File: src/rtl/etm_pkg.sv
package etm_pkg;
  localparam int unsigned DATA_W = 32;
  localparam int unsigned ADDR_W = 10;

  localparam logic [ADDR_W-1:0] OFS_CAP_LO = 10'h000;
  localparam logic [ADDR_W-1:0] OFS_CAP_HI = 10'h004;
  localparam logic [ADDR_W-1:0] OFS_CFG_LO = 10'h010;
  localparam logic [ADDR_W-1:0] OFS_CFG_HI = 10'h014;
  localparam logic [ADDR_W-1:0] OFS_STAT   = 10'h020;
  localparam logic [ADDR_W-1:0] OFS_CNT_LO = 10'h0F0;
  localparam logic [ADDR_W-1:0] OFS_CNT_HI = 10'h0F4;

  localparam int unsigned CFG_BITS = 2;
  localparam logic [CFG_BITS-1:0] CFG_WMASK = 2'b11;

  typedef enum logic [2:0] {
    TW_CFG    = 3'd0,
    TW_CAP    = 3'd1,
    TW_CMP_LO = 3'd2,
    TW_CMP_HI = 3'd3,
    TW_RT_LO  = 3'd4,
    TW_RT_HI  = 3'd5,
    TW_RSV6   = 3'd6,
    TW_RSV7   = 3'd7
  } tmr_word_e;

  typedef enum logic [3:0] {
    GS_NONE, GS_CAP_LO, GS_CAP_HI, GS_CFG_LO, GS_CFG_HI,
    GS_STAT, GS_CNT_LO, GS_CNT_HI, GS_TMR
  } reg_sel_e;
endpackage

File: src/rtl/etm_rst_sync.sv
module etm_rst_sync #(
  parameter int unsigned STAGES = 2
) (
  input  logic clk,
  input  logic rst_n,
  output logic rst_q_n
);
  logic [STAGES-1:0] sync_q;

  always_ff @(posedge clk or negedge rst_n) begin
    if (!rst_n) sync_q <= '0;
    else        sync_q <= {sync_q[STAGES-2:0], 1'b1};
  end

  assign rst_q_n = sync_q[STAGES-1];
endmodule

File: src/rtl/etm_decode.sv
module etm_decode
  import etm_pkg::*;
#(
  parameter int unsigned NT = 3
) (
  input  logic [ADDR_W-1:0] addr,
  output reg_sel_e          sel,
  output logic [4:0]        tmr_idx,
  output tmr_word_e         word,
  output logic              tmr_hit
);
  logic [ADDR_W-1:0] word_addr;

  assign word_addr = {addr[ADDR_W-1:2], 2'b00};
  assign tmr_idx   = addr[9:5] - 5'd8;
  assign word      = tmr_word_e'(addr[4:2]);

  always_comb begin
    sel     = GS_NONE;
    tmr_hit = 1'b0;
    if (addr[9:8] != 2'b00) begin
      sel     = GS_TMR;
      tmr_hit = ({1'b0, tmr_idx} < 6'(NT));
    end else begin
      case (word_addr)
        OFS_CAP_LO: sel = GS_CAP_LO;
        OFS_CAP_HI: sel = GS_CAP_HI;
        OFS_CFG_LO: sel = GS_CFG_LO;
        OFS_CFG_HI: sel = GS_CFG_HI;
        OFS_STAT:   sel = GS_STAT;
        OFS_CNT_LO: sel = GS_CNT_LO;
        OFS_CNT_HI: sel = GS_CNT_HI;
        default:    sel = GS_NONE;
      endcase
    end
  end
endmodule

File: src/rtl/etm_counter.sv
module etm_counter
  import etm_pkg::*;
(
  input  logic                clk,
  input  logic                rst_n,
  input  logic                en,
  input  logic                wr_lo,
  input  logic                wr_hi,
  input  logic [DATA_W-1:0]   wdata,
  output logic [2*DATA_W-1:0] count
);
  localparam int unsigned CW = 2 * DATA_W;

  logic [CW-1:0] cnt_q, cnt_d;
  logic          cnt_ce;

  always_comb begin
    cnt_d  = cnt_q;
    cnt_ce = wr_lo | wr_hi | en;
    if (wr_lo || wr_hi) begin
      if (wr_lo) cnt_d[DATA_W-1:0]  = wdata;
      if (wr_hi) cnt_d[CW-1:DATA_W] = wdata;
    end else if (en) begin
      cnt_d = cnt_q + CW'(1);
    end
  end

  always_ff @(posedge clk or negedge rst_n) begin
    if (!rst_n)      cnt_q <= '0;
    else if (cnt_ce) cnt_q <= cnt_d;
  end

  assign count = cnt_q;
endmodule

File: src/rtl/etm_readmux.sv
module etm_readmux
  import etm_pkg::*;
#(
  parameter int unsigned NT = 3
) (
  input  reg_sel_e             sel,
  input  logic                 tmr_hit,
  input  logic [4:0]           tmr_idx,
  input  tmr_word_e            word,
  input  logic [DATA_W-1:0]    cap_lo,
  input  logic [DATA_W-1:0]    cap_hi,
  input  logic [CFG_BITS-1:0]  cfg,
  input  logic [NT-1:0]        status_in,
  input  logic [2*DATA_W-1:0]  count,
  input  logic [NT*DATA_W-1:0] tmr_rdata,
  output logic [DATA_W-1:0]    rdata
);
  logic [DATA_W-1:0] tmr_arr [NT];
  logic [DATA_W-1:0] tmr_pick;

  for (genvar i = 0; i < NT; i++) begin : g_slice
    assign tmr_arr[i] = tmr_rdata[i*DATA_W +: DATA_W];
  end

  always_comb begin
    tmr_pick = '0;
    for (int i = 0; i < NT; i++) begin
      if (tmr_idx == 5'(i)) tmr_pick = tmr_arr[i];
    end
  end

  always_comb begin
    rdata = '0;
    case (sel)
      GS_CAP_LO: rdata = cap_lo;
      GS_CAP_HI: rdata = cap_hi;
      GS_CFG_LO: rdata = DATA_W'(cfg);
      GS_STAT:   rdata = DATA_W'(status_in);
      GS_CNT_LO: rdata = count[DATA_W-1:0];
      GS_CNT_HI: rdata = count[2*DATA_W-1:DATA_W];
      GS_TMR:    if (tmr_hit && word != TW_RSV6 && word != TW_RSV7) rdata = tmr_pick;
      default:   rdata = '0;
    endcase
  end
endmodule

File: src/rtl/etm_regblock.sv
module etm_regblock
  import etm_pkg::*;
#(
  parameter int unsigned NUM_TIMERS = 3,
  parameter logic [15:0] VENDOR_ID  = 16'h8086,
  parameter logic [31:0] TICK_FS    = 32'd10_000_000,
  localparam int unsigned NT = (NUM_TIMERS < 3) ? 3 : ((NUM_TIMERS > 32) ? 32 : NUM_TIMERS)
) (
  input  logic                 clk,
  input  logic                 rst_n,
  input  logic                 acc_valid,
  input  logic                 acc_write,
  input  logic [9:0]           acc_addr,
  input  logic [31:0]          acc_wdata,
  output logic [31:0]          acc_rdata,
  output logic [2:0]           tmr_word,
  input  logic [NT*32-1:0]     tmr_rdata,
  output logic [NT-1:0]        tmr_cfg_we,
  output logic [NT-1:0]        tmr_cmp_lo_we,
  output logic [NT-1:0]        tmr_cmp_hi_we,
  output logic [NT-1:0]        tmr_route_lo_we,
  output logic [NT-1:0]        tmr_route_hi_we,
  input  logic [NT-1:0]        status_in,
  output logic                 status_clr_we,
  output logic [NT-1:0]        status_clr_mask,
  output logic                 count_en,
  output logic                 legacy_route,
  output logic [63:0]          main_count
);
  localparam logic [4:0] NT_M1 = 5'(NT - 1);

  logic              rst_q_n;
  reg_sel_e          sel;
  logic [4:0]        tmr_idx;
  tmr_word_e         word;
  logic              tmr_hit;
  logic              wr_any;
  logic [CFG_BITS-1:0] cfg_q, cfg_d;
  logic              cfg_ce;
  logic [DATA_W-1:0] cap_lo, cap_hi;

  etm_rst_sync #(.STAGES(2)) u_rst (
    .clk(clk), .rst_n(rst_n), .rst_q_n(rst_q_n)
  );

  etm_decode #(.NT(NT)) u_dec (
    .addr(acc_addr), .sel(sel), .tmr_idx(tmr_idx), .word(word), .tmr_hit(tmr_hit)
  );

  assign wr_any = acc_valid & acc_write;

  // configuration word: next state then register
  always_comb begin
    cfg_ce = wr_any && (sel == GS_CFG_LO);
    cfg_d  = (acc_wdata[CFG_BITS-1:0] & CFG_WMASK) | (cfg_q & ~CFG_WMASK);
  end

  always_ff @(posedge clk or negedge rst_q_n) begin
    if (!rst_q_n)    cfg_q <= '0;
    else if (cfg_ce) cfg_q <= cfg_d;
  end

  assign count_en     = cfg_q[0];
  assign legacy_route = cfg_q[1];

  etm_counter u_cnt (
    .clk(clk), .rst_n(rst_q_n), .en(count_en),
    .wr_lo(wr_any && sel == GS_CNT_LO),
    .wr_hi(wr_any && sel == GS_CNT_HI),
    .wdata(acc_wdata), .count(main_count)
  );

  assign cap_lo = {VENDOR_ID, 1'b1, 1'b0, 1'b1, NT_M1, 8'h01};
  assign cap_hi = TICK_FS;

  etm_readmux #(.NT(NT)) u_rmux (
    .sel(sel), .tmr_hit(tmr_hit), .tmr_idx(tmr_idx), .word(word),
    .cap_lo(cap_lo), .cap_hi(cap_hi), .cfg(cfg_q), .status_in(status_in),
    .count(main_count), .tmr_rdata(tmr_rdata), .rdata(acc_rdata)
  );

  assign tmr_word = word;

  for (genvar i = 0; i < NT; i++) begin : g_strobe
    logic hit_i;
    assign hit_i              = wr_any && (sel == GS_TMR) && tmr_hit && (tmr_idx == 5'(i));
    assign tmr_cfg_we[i]      = hit_i && (word == TW_CFG);
    assign tmr_cmp_lo_we[i]   = hit_i && (word == TW_CMP_LO);
    assign tmr_cmp_hi_we[i]   = hit_i && (word == TW_CMP_HI);
    assign tmr_route_lo_we[i] = hit_i && (word == TW_RT_LO);
    assign tmr_route_hi_we[i] = hit_i && (word == TW_RT_HI);
  end

  assign status_clr_we   = wr_any && (sel == GS_STAT);
  assign status_clr_mask = acc_wdata[NT-1:0];
endmodule

File: config.mk
export PLATFORM = sky130hd
export DESIGN_NAME = etm_regblock
export DESIGN_NICKNAME = d
export VERILOG_FILES = /design/src/rtl/etm_pkg.sv /design/src/rtl/etm_rst_sync.sv /design/src/rtl/etm_decode.sv /design/src/rtl/etm_counter.sv /design/src/rtl/etm_readmux.sv /design/src/rtl/etm_regblock.sv
export SDC_FILE = /design/constraint.sdc
export NUM_CORES = 1
export LEC_CHECK = 0
export BUFFER_PORTS_ARGS = -buffer_cell sky130_fd_sc_hd__buf_4
export CORE_MARGIN = 3
export CORE_UTILIZATION = 52
export CTS_BUF_LIST = sky130_fd_sc_hd__clkbuf_16
export DETAILED_ROUTE_END_ITERATION = 8
export PLACE_DENSITY_LB_ADDON = 0.15
export SETUP_SLACK_MARGIN = 0.02
export SLEW_MARGIN = 10
export SYNTH_ARGS = -nofsm -noshare
export SYNTH_HDL_FRONTEND = slang
export SYNTH_SLANG_ARGS = --single-unit
File: constraint.sdc
create_clock -name clk -period 6.45 [get_ports clk]
set_input_delay 1.29 -clock clk [delete_from_list [all_inputs] [get_ports clk]]
set_output_delay 1.29 -clock clk [all_outputs]
set_load 0.01 [all_outputs]
==> flow_metrics.py, run 1 <==
metrics = {
    "status": {
        "status": "completed",
    },
    "sta": {
        "layout_setup_ws_ns": 1.28,
        "fin_setup_tns_ns": 0,
        "drv_slew": 0,
        "skew_ns": 0.00956,
        "finalCriticalPeriod_ns": 5.17,
        "max_clock_freq_ghz": 0.194,
        "worst_pin_slew_ns": 1.20,
        "setup_violations": 0,
        "fin_crit_sh_pct": 80.1,
        "hold_viol": 0,
        "max-slew-margin-rel_pct": 20.1,
        "rsz0062_at_grt": "false",
    },
    "pwr": {
        "p_per_area_nw_per_um2": 130,
        "power_uw": 1030,
        "vdd_drop_max_mv": 0.144,
        "p_leak_uw": 0.00338,
    },
    "synth": {
        "yosysSeqAreaShare_pct": 29.4,
        "netlist_instances": 749,
        "synth-compound-area-share_pct": 35.3,
        "yosysTopAreaCell": "dfrtp_1",
        "synth-async-reset-ratio_pct": 100,
        "synth-xor-area-share_pct": 0.303,
        "synthTopCellsByCount": "73 x a21oi_1, 68 x dfrtp_1, 65 x nor2_1",
        "synthAdderAreaFrac_pct": 0.866,
        "synth_cell_types": 76,
        "yosysTopAreaCellShare_pct": 29.4,
        "synth_most_common_cell": "a21oi_1",
        "synth_top_family_by_area": "compound AO/OA/AOI/OAI gates",
        "synth-simple-area-share_pct": 26.9,
        "synth.area.mux_share_pct": 0.563,
        "syn-cell-area_um2": 5780,
        "ys_ff_latch": 68,
        "syn_nets": 898,
        "synth-edff-count": 0,
        "syn_area_per_cell_um2": 7.71,
        "yosys_warnings": 0,
        "ys_top_cells_by_area": "dfrtp_1 29%, a21oi_1 6.3%, a222oi_1 6.1%",
        "ys_dominant_reg_cell": "dfrtp_1",
    },
    "routing": {
        "drt_iter0_drc": 1742,
        "wire_per_inst_um": 24.1,
        "remaining_drc_errors": 0,
        "vias_per_cell": 7.23,
        "drtAntennaViolNets": 0,
        "drt-total-wl_um": 26600,
        "num_vias": 7985,
        "firstDrtPassIters": 7,
    },
    "clock_network": {
        "cts-root-buf": "clkbuf_16",
        "cts_hold_buf": 0,
        "clk_latency_ns": 0.34,
        "cts_tree": "yes",
        "clk_pin_slew_ns": 0.05,
        "cts_sinks": 68,
        "htreeDepth": 3,
        "cts.repair.resized": 0,
        "clockBufferDepth": 2,
        "cts_inserted_buffers": 9,
        "post_cts_buffers": 0,
    },
    "final_layout": {
        "nFillCells": 830,
        "antennaDiodeCount": 0,
        "final_nets": 1112,
        "areaGrowthSynthToFinish_pct": 38.0,
        "drive_gt1_share_pct": 32.5,
    },
    "die": {
        "die_w_um": 111,
        "core_area_um2": 10600,
        "die_area_um2": 12400,
        "die_y_um": 111,
        "rows": 37,
        "ios": 265,
        "initial_utilization_pct": 54.7,
    },
    "global_route": {
        "grt_pass1_vias": 7312,
        "antenna_found_initial": 1,
        "grt_start_max_net_pins": 78,
        "grt_overflow": 0,
        "grt_first_pass_wirelength_um": 41000,
        "grtUsageTotal_pct": 40.7,
    },
    "worst_setup_path": {
        "end_kind": "primary output",
        "crit_chain": "buf_4 -> inv_1 -> ha_1 -> nor3b_1 -> a21oi_2 -> nor3_2 -> buf_4 -> a222oi_1 -> o21ai_0 -> buf_4",
        "critPathBufInv": 4,
        "crit_required_ns": 5.16,
        "path_class": "input pin to primary output",
        "crit_arrival_ns": 3.88,
        "critPathMaxFanout": 15,
        "r2r_setup_slack_ns": 3.29,
        "crit_slowest_cell": "a222oi_1",
        "path_delay_family": "compound AO/OA/AOI/OAI gates",
        "cpPeakStageDelay_ns": 0.71,
        "start_kind": "input pin",
        "cp_common_cell": "buf_4",
    },
    "placed_design": {
        "place_ws_ns": 1.45,
        "dp_hpwl_um": 19700,
        "place_congestion": 1.06,
        "port_buffers": 262,
    },
    "hold_path": {
        "min_path_type": "flop to flop",
    },
    "flow_run": {
        "drv_cap": 0,
    },
}
registers in the layout (all words and copies together), names as in the netlist:
name / count
cfg_q: 2
u_cnt.count: 64
u_rst.sync_q: 2
final timing paths:
kind,cells after the start,to,from
worst min register to register,0,u_rst.sync_q[1],u_rst.sync_q[0]
worst max-delay path,10,acc_rdata[2],acc_addr[8]
max in group asynchronous,1,u_cnt.count[29],u_rst.sync_q[1]
min in group asynchronous,1,cfg_q[0],u_rst.sync_q[1]
worst min-delay path,0,u_rst.sync_q[1],u_rst.sync_q[0]
worst max register to register,6,u_cnt.count[54],u_cnt.count[31]
layout by cell type (no fill, tap or decap), types with 3 or more instances in the layout:
cell	instances
o22ai_1	22
o221ai_1	3
o21ai_0	64
o32ai_1	8
a221oi_1	4
nor4_1	13
and4_1	3
a2bb2oi_1	9
nor2_1	65
and3_1	13
and2_1	5
nand4_1	27
o22a_1	13
a41oi_1	4
nand2_1	63
a222oi_1	35
nor3_1	21
o211ai_1	8
nor3b_2	3
a22oi_1	27
nand2b_1	4
ha_1	4
clkbuf_16	9
inv_1	16
a21oi_1	73
buf_4	273
nand3_1	43
a31oi_1	6
dfrtp_1	67
logic make-up (layout without fill, tap and decap cells):
family	after synthesis	in the layout
muxes	3	3
and+or+nand+nor	290	290
buffers and inverters	82	301
adders and majority gates	4	4
DFF	68	68
other	1	1
xor gates and xnor gates	2	2
AOI/OAI and AO/OA	299	299
power breakdown:
part / total (uW) / leakage (uW) / internal [uW] / switching (uW)
Combinational: 129 / 0.00243 / 71.5 / 57.6
Sequential: 431 / 0.000803 / 429 / 2.45
Clock: 473 / 0.000149 / 291 / 182
Total: 1030 / 0.00338 / 791 / 242
through the flow:
step | cell area (um2) | hold WS, ns | instances | utilization, %
finish | 7970 | 0.358 | 1104 | 75.5
global route | 7970 | 0.374 | 1104 | 75.5
CTS | 7970 | 0.359 | 1104 | 75.5
detailed placement | 7690 | 0.348 | 1088 | 72.9
global placement | 7690 | 0.345 | 1088 | 72.9
floorplan | 5780 | 0.331 | 749 | -
final cells by class:
| class | instances | area, um2 | share of cell area (%) |
|---|---|---|---|
| Clock inverter | 7 | 52.6 | 0.659 |
| Timing Repair Buffer | 273 | 2050 | 25.7 |
| Tap cell | 136 | 170 | 2.13 |
| Inverter | 12 | 45.0 | 0.565 |
| Clock buffer | 9 | 225 | 2.82 |
| Multi-Input combinational cell | 599 | 3730 | 46.8 |
| Sequential cell | 68 | 1700 | 21.4 |
layer usage:
layer	vias to the layer above	wire (um)	GRT usage [%]
li1	3397	-	-
met1	3650	9130	53.4
met2	788	12100	64.4
met3	148	3880	8.70
met4	2	1550	19.4
met5	-	9	0
Power figures use the tool's default switching activity.
==> run 2, diff against run 1 <==
CORE_UTILIZATION = 48   (was 52)
clock period = 4.78 ns   (was 6.45 ns; I/O delays follow)
==> flow_metrics.py, run 2 (synthesis gave the netlist of run 1 again) <==
metrics = {
    "clock_network": {
        "clockBufferDepth": 2,
        "cts_sinks": 68,
        "cts_tree": "yes",
        "htreeDepth": 3,
        "clk_latency_ns": 0.35,
        "clk_pin_slew_ns": 0.05,
        "cts.repair.resized": 0,
        "cts_hold_buf": 0,
        "cts_inserted_buffers": 9,
        "post_cts_buffers": 0,
        "cts-root-buf": "clkbuf_16",
    },
    "placed_design": {
        "port_buffers": 262,
        "dp_cells": 1104,
        "dp_hpwl_um": 20500,
        "place_congestion": 1.01,
    },
    "worst_setup_path": {
        "start_kind": "input pin",
        "path_class": "input pin to primary output",
        "crit_required_ns": 3.82,
        "crit_arrival_ns": 3.42,
        "end_kind": "primary output",
        "reg2reg_depth": 6,
        "critPathMaxFanout": 6,
        "r2r-end": "u_cnt.count[50]",
        "r2r_setup_slack_ns": 1.42,
        "timing.rr.start": "u_cnt.count[31]",
    },
    "routing": {
        "drt_iter0_drc": 1507,
        "vias_per_cell": 7.04,
        "drt-total-wl_um": 27200,
        "remaining_drc_errors": 2,
        "wire_per_inst_um": 24.2,
        "num_vias": 7897,
        "drtAntennaViolNets": 0,
        "firstDrtPassIters": 9,
    },
    "final_layout": {
        "drive_gt1_share_pct": 33.5,
        "final_nets": 1121,
        "nFillCells": 977,
        "areaGrowthSynthToFinish_pct": 39.7,
        "largest_reg_flops": 64,
        "final_common_cell": "buf_4",
        "final_cell_mix": "281 x buf_4, 73 x a21oi_1, 67 x dfrtp_1, 65 x nor2_1, 64 x o21ai_0",
        "instances_no_fill": 1121,
    },
    "sta": {
        "finalCriticalPeriod_ns": 4.37,
        "rsz0062_at_grt": "false",
        "fin_crit_sh_pct": 91.5,
        "fin_setup_tns_ns": 0,
        "worst_pin_slew_ns": 1.01,
        "drv_slew": 0,
        "max-slew-margin-rel_pct": 32.3,
        "max_clock_freq_ghz": 0.229,
        "skew_ns": 0.00932,
        "setup_violations": 0,
        "hold_viol": 0,
    },
    "die": {
        "ios": 265,
        "die_y_um": 116,
        "core_area_um2": 11600,
        "die_w_um": 116,
        "rows": 39,
        "initial_utilization_pct": 49.8,
        "die_area_um2": 13400,
    },
    "global_route": {
        "grt_first_pass_wirelength_um": 40200,
        "grt_start_max_net_pins": 67,
        "grt_overflow": 0,
        "grt_pass1_vias": 7191,
        "grtUsageTotal_pct": 38.9,
        "antenna_found_initial": 0,
    },
    "pwr": {
        "vdd_drop_max_mv": 0.187,
        "p_leak_uw": 0.00342,
        "power_uw": 1420,
        "p_per_area_nw_per_um2": 176,
    },
    "flow_run": {
        "drv_cap": 0,
    },
    "hold_path": {
        "min_path_type": "flop to flop",
        "min_to": "u_rst.sync_q[1]",
        "hp-start": "u_rst.sync_q[0]",
        "whs_path_depth": 0,
    },
    "status": {
        "violations": "design-rule violations",
        "status": "finished with violations",
    },
}
-- run 2: cell count changes in the layout (fill, tap and decap cells not counted), sizes merged --
cell,delta
buf,+9
clkinvlp,+1
clkinv,+2
inv,-3
diode,+1
-- run 2: worst max-delay path by stage --
stage                startpoint            end  slack (ns)  depth (start not counted)
finish              acc_addr[9]  acc_rdata[13]        0.41                         11
global route        acc_addr[9]  acc_rdata[13]        0.28                         11
detailed placement  acc_addr[9]  acc_rdata[13]        0.51                         11
CTS                 acc_addr[9]  acc_rdata[13]        0.50                         11
floorplan           acc_addr[9]  acc_rdata[10]        1.21                          8
global placement    acc_addr[9]  acc_rdata[13]        0.64                         11
-- run 2: cell type report --
type,count,area [um2],area share (%)
well taps,143,179,2.22
inverters,12,45.0,0.558
flip-flops and latches,68,1700,21.1
clock inverters,7,58.8,0.729
multi-input cells,599,3730,46.2
diodes,1,2.50,0.0310
clock buffers,9,225,2.79
repair buffers,282,2130,26.4
-- run 2: critical path, cell delays in order --
cell      delay (ns)
buf_4           0.11
inv_1           0.09
ha_1            0.29
nor3b_1         0.47
a32o_1          0.20
nand2_1         0.16
nor3_1          0.53
buf_4           0.22
a221oi_1        0.07
o21ai_0         0.16
buf_4           0.17
-- run 2: metal layers --
metal | vias up | wire, um | global-route usage, %
met2 | 667 | 12400 | 61.5
li1 | 3408 | - | -
met3 | 115 | 3430 | 6.74
met4 | 0 | 1210 | 16.8
met1 | 3707 | 10100 | 52.9
met5 | - | 0 | 0
-- run 2: where the power goes --
part           internal [uW]  leakage, uW  total, uW  switching (uW)
clock                    397     0.000141        663             266
sequential               578     0.000803        581            3.37
combinational           97.8      0.00247        175            77.6
total                   1070      0.00342       1420             347
-- run 2: per-stage QoR --
stage          utilization, %  hold WS, ns  area, um2  setup slack, ns
4_1_cts                  69.5        0.360       8070            0.501
5_1_grt                  69.5        0.375       8070            0.282
2_1_floorplan               -        0.331       5780             1.21
6_report                 69.5        0.359       8070            0.406
3_3_place_gp             67.0        0.344       7780            0.642
3_5_place_dp             67.0        0.338       7780            0.510
